**src/rtl/fl_pwm_pkg.sv**
```systemverilog
package fl_pwm_pkg;

  typedef enum logic [1:0] {
    OFS_CENTRED     = 2'd0,
    OFS_VCLAMP      = 2'd1,
    OFS_ICLAMP      = 2'd2,
    OFS_CENTRED_ALT = 2'd3
  } ofs_mode_e;

  // Magnitude of a signed value.
  function automatic int f_abs(input int x);
    return (x < 0) ? -x : x;
  endfunction

  // Saturate x to the symmetric range [-h, h].
  function automatic int f_clip(input int x, input int h);
    if (x > h)  return h;
    if (x < -h) return -h;
    return x;
  endfunction

  // Highest offset that keeps the largest command on or below the top rail.
  function automatic int f_upper(input int vmax, input int h);
    return (vmax < 0) ? h : h - vmax;
  endfunction

  // Lowest offset that keeps the smallest command on or above the bottom rail.
  function automatic int f_lower(input int vmin, input int h);
    return (vmin > 0) ? -h : -h - vmin;
  endfunction

  // Halve with rounding toward minus infinity.
  function automatic int f_half_floor(input int s);
    return s >>> 1;
  endfunction

endpackage

```
**src/rtl/fl_carrier.sv**
```systemverilog
module fl_carrier #(
  parameter int HALF_BUS = 1000,
  parameter int CW       = 14
) (
  input  logic                 clk,
  input  logic                 rst_n,
  output logic signed [CW-1:0] cnt_o,
  output logic                 turn_o
);

  localparam logic signed [CW-1:0] PEAK     = CW'(HALF_BUS);
  localparam logic signed [CW-1:0] VALLEY   = CW'(-HALF_BUS);
  localparam logic signed [CW-1:0] PEAK_M1  = CW'(HALF_BUS - 1);
  localparam logic signed [CW-1:0] VALL_P1  = CW'(1 - HALF_BUS);
  localparam logic signed [CW-1:0] STEP     = CW'(1);

  logic signed [CW-1:0] cnt_q;
  logic                 up_q;

  always_ff @(posedge clk or negedge rst_n) begin
    if (!rst_n) begin
      cnt_q <= VALLEY;
      up_q  <= 1'b1;
    end else if (up_q) begin
      cnt_q <= cnt_q + STEP;
      if (cnt_q == PEAK_M1) up_q <= 1'b0;
    end else begin
      cnt_q <= cnt_q - STEP;
      if (cnt_q == VALL_P1) up_q <= 1'b1;
    end
  end

  assign cnt_o  = cnt_q;
  assign turn_o = (cnt_q == PEAK) || (cnt_q == VALLEY);

endmodule

```
**src/rtl/fl_extreme_sel.sv**
```systemverilog
module fl_extreme_sel #(
  parameter int DW = 12,
  parameter int IW = 12
) (
  input  logic signed [DW-1:0] cmd_i [3],
  input  logic signed [IW-1:0] cur_i [3],
  output logic signed [DW-1:0] vmax_o,
  output logic signed [DW-1:0] vmin_o,
  output logic        [IW:0]   mag_at_max_o,
  output logic        [IW:0]   mag_at_min_o
);

  localparam logic [IW:0] ONE_M = 1;

  logic [IW:0] mag [3];

  // Current magnitude, one extra bit so the most negative code fits.
  for (genvar g = 0; g < 3; g++) begin : g_mag
    logic [IW:0] ext;
    assign ext    = {cur_i[g][IW-1], cur_i[g]};
    assign mag[g] = ext[IW] ? (~ext + ONE_M) : ext;
  end

  // Strict comparisons: the earliest phase wins a tie.
  always_comb begin
    vmax_o       = cmd_i[0];
    vmin_o       = cmd_i[0];
    mag_at_max_o = mag[0];
    mag_at_min_o = mag[0];
    for (int k = 1; k < 3; k++) begin
      if (cmd_i[k] > vmax_o) begin
        vmax_o       = cmd_i[k];
        mag_at_max_o = mag[k];
      end
      if (cmd_i[k] < vmin_o) begin
        vmin_o       = cmd_i[k];
        mag_at_min_o = mag[k];
      end
    end
  end

endmodule

```
**src/rtl/fl_offset_calc.sv**
```systemverilog
module fl_offset_calc
  import fl_pwm_pkg::*;
#(
  parameter int DW       = 12,
  parameter int IW       = 12,
  parameter int HALF_BUS = 1000,
  parameter int MW       = 14
) (
  input  logic                 [1:0]    mode_i,
  input  logic signed          [DW-1:0] vmax_i,
  input  logic signed          [DW-1:0] vmin_i,
  input  logic                 [IW:0]   mag_at_max_i,
  input  logic                 [IW:0]   mag_at_min_i,
  output logic signed          [MW-1:0] offset_o,
  output logic                          crossed_o
);

  int  upper;
  int  lower;
  int  ofs;
  logic take_lower;

  always_comb begin
    upper      = f_upper(int'(vmax_i), HALF_BUS);
    lower      = f_lower(int'(vmin_i), HALF_BUS);
    take_lower = 1'b0;
    case (ofs_mode_e'(mode_i))
      OFS_VCLAMP: begin
        take_lower = f_abs(lower) > f_abs(upper);
        ofs        = take_lower ? lower : upper;
      end
      OFS_ICLAMP: begin
        take_lower = mag_at_min_i > mag_at_max_i;
        ofs        = take_lower ? lower : upper;
      end
      default: ofs = f_half_floor(upper + lower);
    endcase
  end

  assign offset_o  = MW'(ofs);
  assign crossed_o = upper < lower;

endmodule

```
**src/rtl/fl_leg_stage.sv**
```systemverilog
module fl_leg_stage
  import fl_pwm_pkg::*;
#(
  parameter int HALF_BUS = 1000,
  parameter int MW       = 14
) (
  input  logic                 clk,
  input  logic                 rst_n,
  input  logic                 load_i,
  input  logic signed [MW-1:0] cmd_i,
  input  logic signed [MW-1:0] offset_i,
  input  logic signed [MW-1:0] carrier_i,
  output logic signed [MW-1:0] mod_o,
  output logic                 gate_o
);

  logic signed [MW-1:0] mod_nxt;
  logic signed [MW-1:0] mod_q;

  assign mod_nxt = MW'(f_clip(int'(cmd_i) + int'(offset_i), HALF_BUS));

  // Only a carrier turning point may load a new value.
  always_ff @(posedge clk or negedge rst_n) begin
    if (!rst_n)      mod_q <= '0;
    else if (load_i) mod_q <= mod_nxt;
  end

  assign mod_o  = mod_q;
  assign gate_o = mod_q > carrier_i;

endmodule

```
**src/rtl/fl_offset_pwm.sv**
```systemverilog
module fl_offset_pwm
  import fl_pwm_pkg::*;
#(
  parameter int DW       = 12,
  parameter int IW       = 12,
  parameter int HALF_BUS = 1000
) (
  input  logic                 clk,
  input  logic                 rst_n,
  input  logic [1:0]           mode_i,
  input  logic signed [DW-1:0] cmd_a_i,
  input  logic signed [DW-1:0] cmd_b_i,
  input  logic signed [DW-1:0] cmd_c_i,
  input  logic signed [IW-1:0] cur_a_i,
  input  logic signed [IW-1:0] cur_b_i,
  input  logic signed [IW-1:0] cur_c_i,
  output logic [3:0]           gate_o,
  output logic signed [DW+1:0] carrier_o,
  output logic                 upd_o
);

  localparam int MW    = DW + 2;
  localparam int NLEGS = 4;

  logic signed [DW-1:0] cmd_v [3];
  logic signed [IW-1:0] cur_v [3];
  logic signed [DW-1:0] vmax_w;
  logic signed [DW-1:0] vmin_w;
  logic        [IW:0]   mag_max_w;
  logic        [IW:0]   mag_min_w;
  logic signed [MW-1:0] offset_w;
  logic                 crossed_w;
  logic signed [MW-1:0] car_w;
  logic                 turn_w;
  logic signed [MW-1:0] leg_cmd [NLEGS];
  logic signed [MW-1:0] leg_mod [NLEGS];
  logic [NLEGS*MW-1:0]  mod_flat;
  logic [1:0]           mode_q;
  logic                 crossed_q;

  assign cmd_v[0] = cmd_a_i;
  assign cmd_v[1] = cmd_b_i;
  assign cmd_v[2] = cmd_c_i;
  assign cur_v[0] = cur_a_i;
  assign cur_v[1] = cur_b_i;
  assign cur_v[2] = cur_c_i;

  fl_carrier #(.HALF_BUS(HALF_BUS), .CW(MW)) carrier_i (
    .clk    (clk),
    .rst_n  (rst_n),
    .cnt_o  (car_w),
    .turn_o (turn_w)
  );

  fl_extreme_sel #(.DW(DW), .IW(IW)) extreme_i (
    .cmd_i        (cmd_v),
    .cur_i        (cur_v),
    .vmax_o       (vmax_w),
    .vmin_o       (vmin_w),
    .mag_at_max_o (mag_max_w),
    .mag_at_min_o (mag_min_w)
  );

  fl_offset_calc #(.DW(DW), .IW(IW), .HALF_BUS(HALF_BUS), .MW(MW)) offset_i (
    .mode_i       (mode_i),
    .vmax_i       (vmax_w),
    .vmin_i       (vmin_w),
    .mag_at_max_i (mag_max_w),
    .mag_at_min_i (mag_min_w),
    .offset_o     (offset_w),
    .crossed_o    (crossed_w)
  );

  // Phase legs take their command, the neutral leg takes zero.
  for (genvar g = 0; g < NLEGS; g++) begin : g_leg
    if (g < 3) begin : g_phase
      assign leg_cmd[g] = MW'(cmd_v[g]);
    end else begin : g_neutral
      assign leg_cmd[g] = '0;
    end

    fl_leg_stage #(.HALF_BUS(HALF_BUS), .MW(MW)) stage_i (
      .clk       (clk),
      .rst_n     (rst_n),
      .load_i    (turn_w),
      .cmd_i     (leg_cmd[g]),
      .offset_i  (offset_w),
      .carrier_i (car_w),
      .mod_o     (leg_mod[g]),
      .gate_o    (gate_o[g])
    );

    assign mod_flat[g*MW +: MW] = leg_mod[g];
  end

  // Rule and bound state of the period now running, for the checker.
  always_ff @(posedge clk or negedge rst_n) begin
    if (!rst_n) begin
      mode_q    <= 2'd0;
      crossed_q <= 1'b0;
    end else if (turn_w) begin
      mode_q    <= mode_i;
      crossed_q <= crossed_w;
    end
  end

  assign carrier_o = car_w;
  assign upd_o     = turn_w;

endmodule

```
**config.mk**
```make
export PLATFORM = sky130hd
export DESIGN_NAME = fl_offset_pwm
export DESIGN_NICKNAME = d
export VERILOG_FILES = /design/src/rtl/fl_pwm_pkg.sv /design/src/rtl/fl_carrier.sv /design/src/rtl/fl_extreme_sel.sv /design/src/rtl/fl_offset_calc.sv /design/src/rtl/fl_leg_stage.sv /design/src/rtl/fl_offset_pwm.sv
export SDC_FILE = /design/constraint.sdc
export NUM_CORES = 1
export LEC_CHECK = 0
export CAP_MARGIN = 20
export CELL_PAD_IN_SITES_DETAIL_PLACEMENT = 1
export CELL_PAD_IN_SITES_GLOBAL_PLACEMENT = 2
export CORE_MARGIN = 2
export CORE_UTILIZATION = 39
export CTS_CLUSTER_SIZE = 30
export DETAILED_ROUTE_END_ITERATION = 8
export GPL_TIMING_DRIVEN = 0
export HOLD_SLACK_MARGIN = 0.05
export PLACE_DENSITY = 0.95
export SYNTH_ARGS = -nofsm -noshare
export SYNTH_HDL_FRONTEND = slang
export SYNTH_SLANG_ARGS = --single-unit
export TNS_END_PERCENT = 100
```
**constraint.sdc**
```tcl
create_clock -name clk -period 5.15 [get_ports clk]
set_input_delay 0.515 -clock clk [delete_from_list [all_inputs] [get_ports clk]]
set_output_delay 0.515 -clock clk [all_outputs]
set_load 0.01 [all_outputs]
```
==> results of run 1 <==
worst max-delay path, delay by kind of cell:
family | cells | cell delay [ns]
AND/OR/NAND/NOR | 10 | 1.43
XOR/XNOR | 3 | 0.53
AO/OA/AOI/OAI | 34 | 6.87
buffers and inverters | 13 | 1.80
adder cells (fa/ha/maj) | 5 | 1.25
worst paths after layout:
kind | to | startpoint | slack (ns)
max | g_leg[0].stage_i.mod_o[2] | cmd_a_i[3] | -7.02
min | carrier_i.cnt_o[7] | rst_n | 0.30
max reg2reg | g_leg[1].stage_i.mod_o[3] | carrier_i.cnt_o[5] | 1.28
min reg2reg | g_leg[2].stage_i.mod_o[11] | g_leg[2].stage_i.mod_o[11] | 0.49
max in group asynchronous | g_leg[2].stage_i.mod_o[10] | rst_n | 4.24
min in group clk | g_leg[2].stage_i.mod_o[11] | g_leg[2].stage_i.mod_o[11] | 0.49
where the power goes:
| part | internal, mW | leakage [nW] | switching, mW |
|---|---|---|---|
| logic | 3.19 | 6.64 | 4.29 |
| registers | 0.602 | 0.799 | 0.0327 |
| clock network | 0.440 | 0.155 | 0.258 |
area by class of cell:
class | instances | share of cell area, %
clock inverters | 6 | 0.5427
multi-input cells | 1341 | 66.79
inverters | 121 | 2.955
flip-flops and latches | 71 | 10.46
clock buffers | 10 | 1.401
well taps | 396 | 2.904
repair buffers | 248 | 12.97
plain buffers | 39 | 1.980
metal layers:
metal | up-vias | part of all wire, % | GRT usage (%)
li1 | 6138 | - | -
met1 | 6708 | 38 | 32.53
met2 | 547 | 49 | 53.59
met3 | 261 | 5.1 | 2.998
met4 | 0 | 7.3 | 11.25
met5 | - | 0 | 0
cells in the final DEF, fill, tap and decap left out, types with 17 or more instances in the layout:
| cell | n |
|---|---|
| a21o_1 | 31 |
| a21oi_1 | 77 |
| a21oi_2 | 49 |
| buf_4 | 152 |
| buf_6 | 21 |
| clkbuf_1 | 17 |
| clkdlybuf4s50_1 | 69 |
| conb_1 | 40 |
| dfrtp_1 | 64 |
| ha_1 | 184 |
| ha_4 | 24 |
| inv_1 | 101 |
| mux2i_1 | 30 |
| nand2_1 | 128 |
| nand2b_1 | 22 |
| nand4_1 | 33 |
| nor2_1 | 79 |
| nor2b_1 | 27 |
| o21a_1 | 30 |
| o21ai_0 | 73 |
| o21ai_2 | 17 |
| o21bai_1 | 37 |
| xnor2_1 | 57 |
| xor2_1 | 48 |
per-stage QoR:
step                      total power, mW  area, um2
after global placement              5.455      14250
after detailed placement            5.655      14250
after CTS                           7.389      16150
after global routing                9.257      17060
after floorplan                     4.413      12820
final                               8.812      17060
logic make-up after synthesis:
family                   Yosys count  synth area share (%)
AND/OR/NAND/NOR                  449                 18.58
AO/OA/AOI/OAI                    468                 25.67
buffers and inverters            160                 5.285
flip-flops                        71                 14.79
other                              2               0.06221
multiplexers                      49                 4.259
adder cells (fa/ha/maj)          215                 22.58
XOR/XNOR                         120                 8.768
flip-flops by register name (all words and copies together) (netlist names):
signal / cells
g_leg.stage_i.mod_o: 56
carrier_i.cnt_o: 14
carrier_i.up_q: 1
timing repair:
action / CTS / global route
endpoints found under the setup margin: 56 / 57
pin swaps: 119 / 110
buffers inserted: 103 / 51
resized for setup: 324 / 109
==> summary.md, run 1 <==
| Metric | Value |
|---|---|
| Status | complete, but fails checks |
| Violated checks | setup timing |
| Sequential cell area | 1785 um2 |
| PD cells | 516.5 nW/um2 |
| Clock root buffer | clkbuf_16 |
| PortBufs | 94 |
| Number of synthesized flops with an enable pin | 0 |
| H-tree depth | 3 |
| Mapped Area | 12,070 um2 |
| Relative slew margins | 31.58% |
| Maximum clock path buffer count | 2 |
| Grt ovf | 0 |
| Total CTS buffers | 9 |
| Cells after Synth | 1,534 |
| Min-Delay Path Class | in -> async |
| Total GRT Usage | 28.41% |
| CP Capture Type | register |
| Wirelength, routed | 53,110 um |
| Worst Skew | 0.006830 ns |
| Synth area leader | ha_1 |
| Row cnt | 64 |
| Die Wd | 179.9 um |
| Post-synth top flop | dfrtp_1 |
| Worst slack at placement | -8.935 ns |
| Pin count of the biggest net entering global routing | 72 |
| Pre-Repair DR Iteration Count | 5 |
| Crit Path Category | in -> reg |
| Post-CTS Hold Buffers | 0 |
| Critical Path Slowest Stage Cell | or4_4 |
| CTS tree | built |
| N_diodes | 0 |
| Hold WS | 0.3042 ns |
| Vias in the first global route | 14,200 |
| First-pass GRT wire length | 74,810 um |
| Synthesized flop and latch total | 71 |
| Die ar. | 32,380 um2 |
| Initial Utilization | 39.57% |
| Most common cell in the netlist | ha_1 |
| Crit path time final | 12.17 ns |
| Gpl congestion | 0.9230 |
| Max frequency | 0.08217 GHz |
| Reg clk slew, reported paths | 0.06 ns |
| Multi-input logic area | 11,390 um2 |
| R2R cell count | 10 |
| Register area share after synthesis | 14.79% |
| Initial antenna violation count | 0 |
| Final setup vio count | 56 |
| Worst vdd ir | 258.0 uV |
| Crit path arrival time | 12.45 ns |
| CP Max Fanout | 10 |
| Most frequent CP cell | a21oi_2 |
| Dpl hpwl | 34,740 um |
| Proportion of layout cells with a drive suffix above 1 | 27.78% |
| Worst Tran Pin Value | 0.9978 ns |
| Later-pin clock latency in the skew report | 0.34 ns |
| DRC violations left | 0 |
| RSZ-0062 raised after global routing | true |
| Max Cap Viol | 0 |
| Setup TNS | -362.52 ns |
| Core area | 30,510 um2 |
| Area grow syn2layout | 41.32% |
| Final cycle utilization of the critical path | 236.3% |
| Final non-filler cell total | 2,232 |
| Area share of the largest cell type after synthesis | 21.66% |
| Vias per cell | 6.117 |
| DR iter-0 viols | 797 |
| Post-Syn Area per Cell | 7.870 um2 |
| Die Span Y | 179.9 um |
| Worst path required time | 5.43 ns |
| Nets | 2,121 |
| Async SR Flop Fraction | 100.0% |
| Vias | 13,650 |
| Antenna violation net count after detailed routing | 0 |
| CP max stage delay | 0.43 ns |
| Drt wl/cell | 23.79 um |
| Clock tree sinks | 71 |
| Placed Cells incl. Taps | 2,062 |
| Syn. warnings | 0 |
| Largest cells by area after synthesis | ha_1, dfrtp_1, a21oi_1 |
| Fillers | 3,568 |
| Io pins | 95 |
| Final Worst Setup Slack | -7.020 ns |
| Synth cell count leaders | ha_1, nand2_1, a21oi_1, inv_1, nor2_1 |
| Final slew viol count | 0 |
| Final core occ | 55.92% |
| Count of cell types in the netlist | 94 |
| Lkg Pwr | 7.589 nW |
| Critical Path Source Type | input port |
| Fin. Hold Viols | 0 |
No activity file was read; power rests on OpenSTA's default activity.
==> run 2: changes to the inputs <==
--- a/config.mk
+++ b/config.mk
@@ -9,7 +9,7 @@
 export CELL_PAD_IN_SITES_DETAIL_PLACEMENT = 1
 export CELL_PAD_IN_SITES_GLOBAL_PLACEMENT = 2
 export CORE_MARGIN = 2
-export CORE_UTILIZATION = 39
+export CORE_UTILIZATION = 41
 export CTS_CLUSTER_SIZE = 30
 export DETAILED_ROUTE_END_ITERATION = 8
 export GPL_TIMING_DRIVEN = 0
@@ -17,5 +17,6 @@
 export PLACE_DENSITY = 0.95
 export SYNTH_ARGS = -nofsm -noshare
 export SYNTH_HDL_FRONTEND = slang
+export SYNTH_HIERARCHICAL = 1
 export SYNTH_SLANG_ARGS = --single-unit
 export TNS_END_PERCENT = 100
==> run 2 against run 1 <==
Against the previous run:
- the flow still finishes with violations (setup timing)
- fmax grew 13%
- design area up 24%
- clock power decreased by 11%
- sequential power fell by 12%
- sequential share of layout area shrank 2.0 points
- non-clock buffer count is 74 higher
- clock-buffer cell count is 6 higher
- die area grew 21%
- global-route usage hardly changed
- combinational power rose by 66%
- total power rose by 54%
- worst hold slack better by 0.18 ns
- largest cell class unchanged
- largest power group unchanged
==> summary.md, run 2 <==
| Metric | Value |
|---|---|
| Critical Path Slowest Stage Cell | or4_4 (unchanged) |
| Post-Syn Area per Cell | 7.948 um2 (was 7.870 um2) |
| Violated checks | setup timing (unchanged) |
| DP Area | 17,530 um2 (was 14,250 um2) |
| Core area | 37,400 um2 (was 30,510 um2) |
| Clock tree sinks | 71 (unchanged) |
| Critical Path Source Type | input port (unchanged) |
| Reg clk slew, reported paths | 0.06 ns (about the same) |
| Internal reg-to-reg setup slack | 1.13 ns (was 1.28 ns) |
| Max Cap Viol | 0 (unchanged) |
| Lkg Pwr | 9.575 nW (was 7.589 nW) |
| Dpl hpwl | 42,970 um (was 34,740 um) |
| Io pins | 95 (unchanged) |
| Hold Path Cell Cnt | 1 |
| Reg2reg start | carrier_i/cnt_o[12] (was carrier_i.cnt_o[5]) |
| Clock root buffer | clkbuf_16 (unchanged) |
| Crit-path leading delay family | simple AND/OR/NAND/NOR gates (was compound AO/OA/AOI/OAI gates) |
| Worst path required time | 5.37 ns (was 5.43 ns) |
| Fillers | 4,423 (was 3,568) |
| Vias | 17,190 (was 13,650) |
| Commonest non-fill, non-tap cell in the layout | ha_1 (unchanged) |
| Final cycle utilization of the critical path | 209.2% (was 236.3%) |
| Pre-Repair DR Iteration Count | 5 (unchanged) |
| CP Capture Type | register (unchanged) |
| Status | complete, but fails checks (unchanged) |
| Cells after Synth | 1,942 (was 1,534) |
| Worst Skew | 0.008248 ns (was 0.006830 ns) |
| CTS tree | built (unchanged) |
| Die Wd | 198.0 um (was 179.9 um) |
| RSZ-0062 raised after global routing | true (unchanged) |
| Die Span Y | 198.0 um (was 179.9 um) |
| Antenna violation net count after detailed routing | 0 (unchanged) |
| Most frequent cells in the layout | ha_1, buf_4, inv_1 (was ha_1, buf_4, nand2_1) |
| Grt ovf | 0 (unchanged) |
| Max frequency | 0.09282 GHz (was 0.08217 GHz) |
| Maximum clock path buffer count | 2 (unchanged) |
| Nets | 2,610 (was 2,121) |
| PortBufs | 94 (unchanged) |
| Final slew viol count | 0 (unchanged) |
| Die ar. | 39,210 um2 (was 32,380 um2) |
| Fin. Hold Viols | 0 (unchanged) |
| Worst path bufs/invs | 13 (unchanged) |
| Min-Delay Path Class | reg -> reg (was in -> async) |
| Total GRT Usage | 28.39% (was 28.41%) |
| Proportion of layout cells with a drive suffix above 1 | 28.48% (was 27.78%) |
| Final Worst Setup Slack | -5.624 ns (was -7.020 ns) |
| Pin count of the biggest net entering global routing | 68 (was 72) |
| Final instance area | 21,180 um2 (was 17,060 um2) |
| CP max stage delay | 0.48 ns (was 0.43 ns) |
| Total CTS buffers | 9 (unchanged) |
| Initial Utilization | 41.27% (was 39.57%) |
| Wirelength, routed | 64,040 um (was 53,110 um) |
| Gpl congestion | 0.9046 (was 0.9230) |
| Drt wl/cell | 22.77 um (was 23.79 um) |
| Initial antenna violation count | 1 (was 0) |
| CP Max Fanout | 8 (was 10) |
| Final setup vio count | 56 (unchanged) |
| Syn. warnings | 6 (was 0) |
| Vias per cell | 6.112 (was 6.117) |
| DR iter-0 viols | 1,028 (was 797) |
| Worst vdd ir | 294.6 uV (was 258.0 uV) |
| Hold WS | 0.4846 ns (was 0.3042 ns) |
| PD cells | 639.5 nW/um2 (was 516.5 nW/um2) |
| Most frequent CP cell | buf_4 (was a21oi_2) |
| First-pass GRT wire length | 89,360 um (was 74,810 um) |
| Mapped Area | 15,430 um2 (was 12,070 um2) |
| Hold Path Origin | g_leg[0].stage_i/mod_o[10] |
| Crit path time final | 10.77 ns (was 12.17 ns) |
| Row cnt | 71 (was 64) |
| R2R cell count | 11 (was 10) |
| Area grow syn2layout | 37.22% (was 41.32%) |
| Crit path arrival time | 10.99 ns (was 12.45 ns) |
| Max reg flops | 56 (unchanged) |
| Worst Tran Pin Value | 1.172 ns (was 0.9978 ns) |
| Setup TNS | -295.80 ns (was -362.52 ns) |
| Later-pin clock latency in the skew report | 0.34 ns (about the same) |
| Relative slew margins | 21.37% (was 31.58%) |
| DRC violations left | 0 (unchanged) |
| Crit Path Category | in -> reg (unchanged) |
| H-tree depth | 3 (unchanged) |
| Worst reg2reg endpoint | g_leg[0].stage_i/mod_o[2] (was g_leg[1].stage_i.mod_o[3]) |
| Worst Hold Path EP | g_leg[0].stage_i/mod_o[10] |
| Vias in the first global route | 16,890 (was 14,200) |
==> run 2: timing repair <==
| item | in CTS | in global routing |
|---|---|---|
| gates cloned | 2 | 0 |
| setup buffers | 115 | 92 |
| setup endpoints to repair | 56 | 56 |
| hold endpoints to repair | 3 | 0 |
| hold buffers | 1 | 0 |
| gates resized for setup | 252 | 243 |
| pin swaps | 75 | 103 |
==> run 2: through the flow <==
step	utilization [%]	std cells	power (mW)	setup slack, ns
after global placement	46.74	2598	9.015	-7.801
after floorplan	-	1993	7.294	-4.470
after CTS	52.47	2728	11.36	-5.460
final	56.63	2812	13.55	-5.624
after global routing	56.63	2812	14.27	-5.851
after detailed placement	46.87	2603	9.334	-7.629
==> run 2: how the worst max path moves through the flow <==
stage          cells past startpoint        start                         to  slack (ns)
3_3_place_gp                      45  cmd_a_i[11]  g_leg[1].stage_i/mod_o[3]       -7.80
4_1_cts                           50  cmd_a_i[11]  g_leg[2].stage_i/mod_o[4]       -5.46
3_5_place_dp                      46  cmd_a_i[11]  g_leg[1].stage_i/mod_o[3]       -7.63
6_report                          50  cmd_a_i[10]  g_leg[2].stage_i/mod_o[4]       -5.62
5_1_grt                           50  cmd_a_i[11]  g_leg[2].stage_i/mod_o[4]       -5.85
2_1_floorplan                     47  cmd_a_i[11]  g_leg[2].stage_i/mod_o[4]       -4.47
==> run 2: per-layer routing <==
metal / global-route usage (%) / wire length, um / up-vias
li1: - / - / 7837
met1: 34.05 / 25850 / 8621
met2: 53.20 / 32510 / 551
met3: 2.180 / 2602 / 178
met4: 9.329 / 3081 / 0
met5: 0 / 0 / -
==> run 2: report_power, final <==
group          internal, mW  switching [mW]  total [mW]
clock                 0.380           0.241       0.621
sequential            0.558    0.0000000109       0.558
combinational          5.17            7.19        12.4
==> run 2: final cells by class <==
cell class	count	area [um2]	area share (%)
tap	511	639.4	3.019
buffer	62	489.2	2.310
clock buffer	16	291.5	1.376
timing repair buffer	299	2736	12.92
multi-input combinational	1667	14500	68.45
inverter	185	737.0	3.479
antenna	1	2.502	0.01181
sequential	71	1785	8.430
==> run 2: worst register-to-register path, cell delays in order (launching register included) <==
cell	delay, ns
dfstp_2	0.66
nand4_1	0.13
nor3_1	0.16
nand2_1	0.11
a211oi_1	0.98
buf_2	0.39
inv_1	0.21
nor3_1	0.23
o21a_1	0.32
o22ai_4	0.16
or4_1	0.51
o221ai_2	0.08
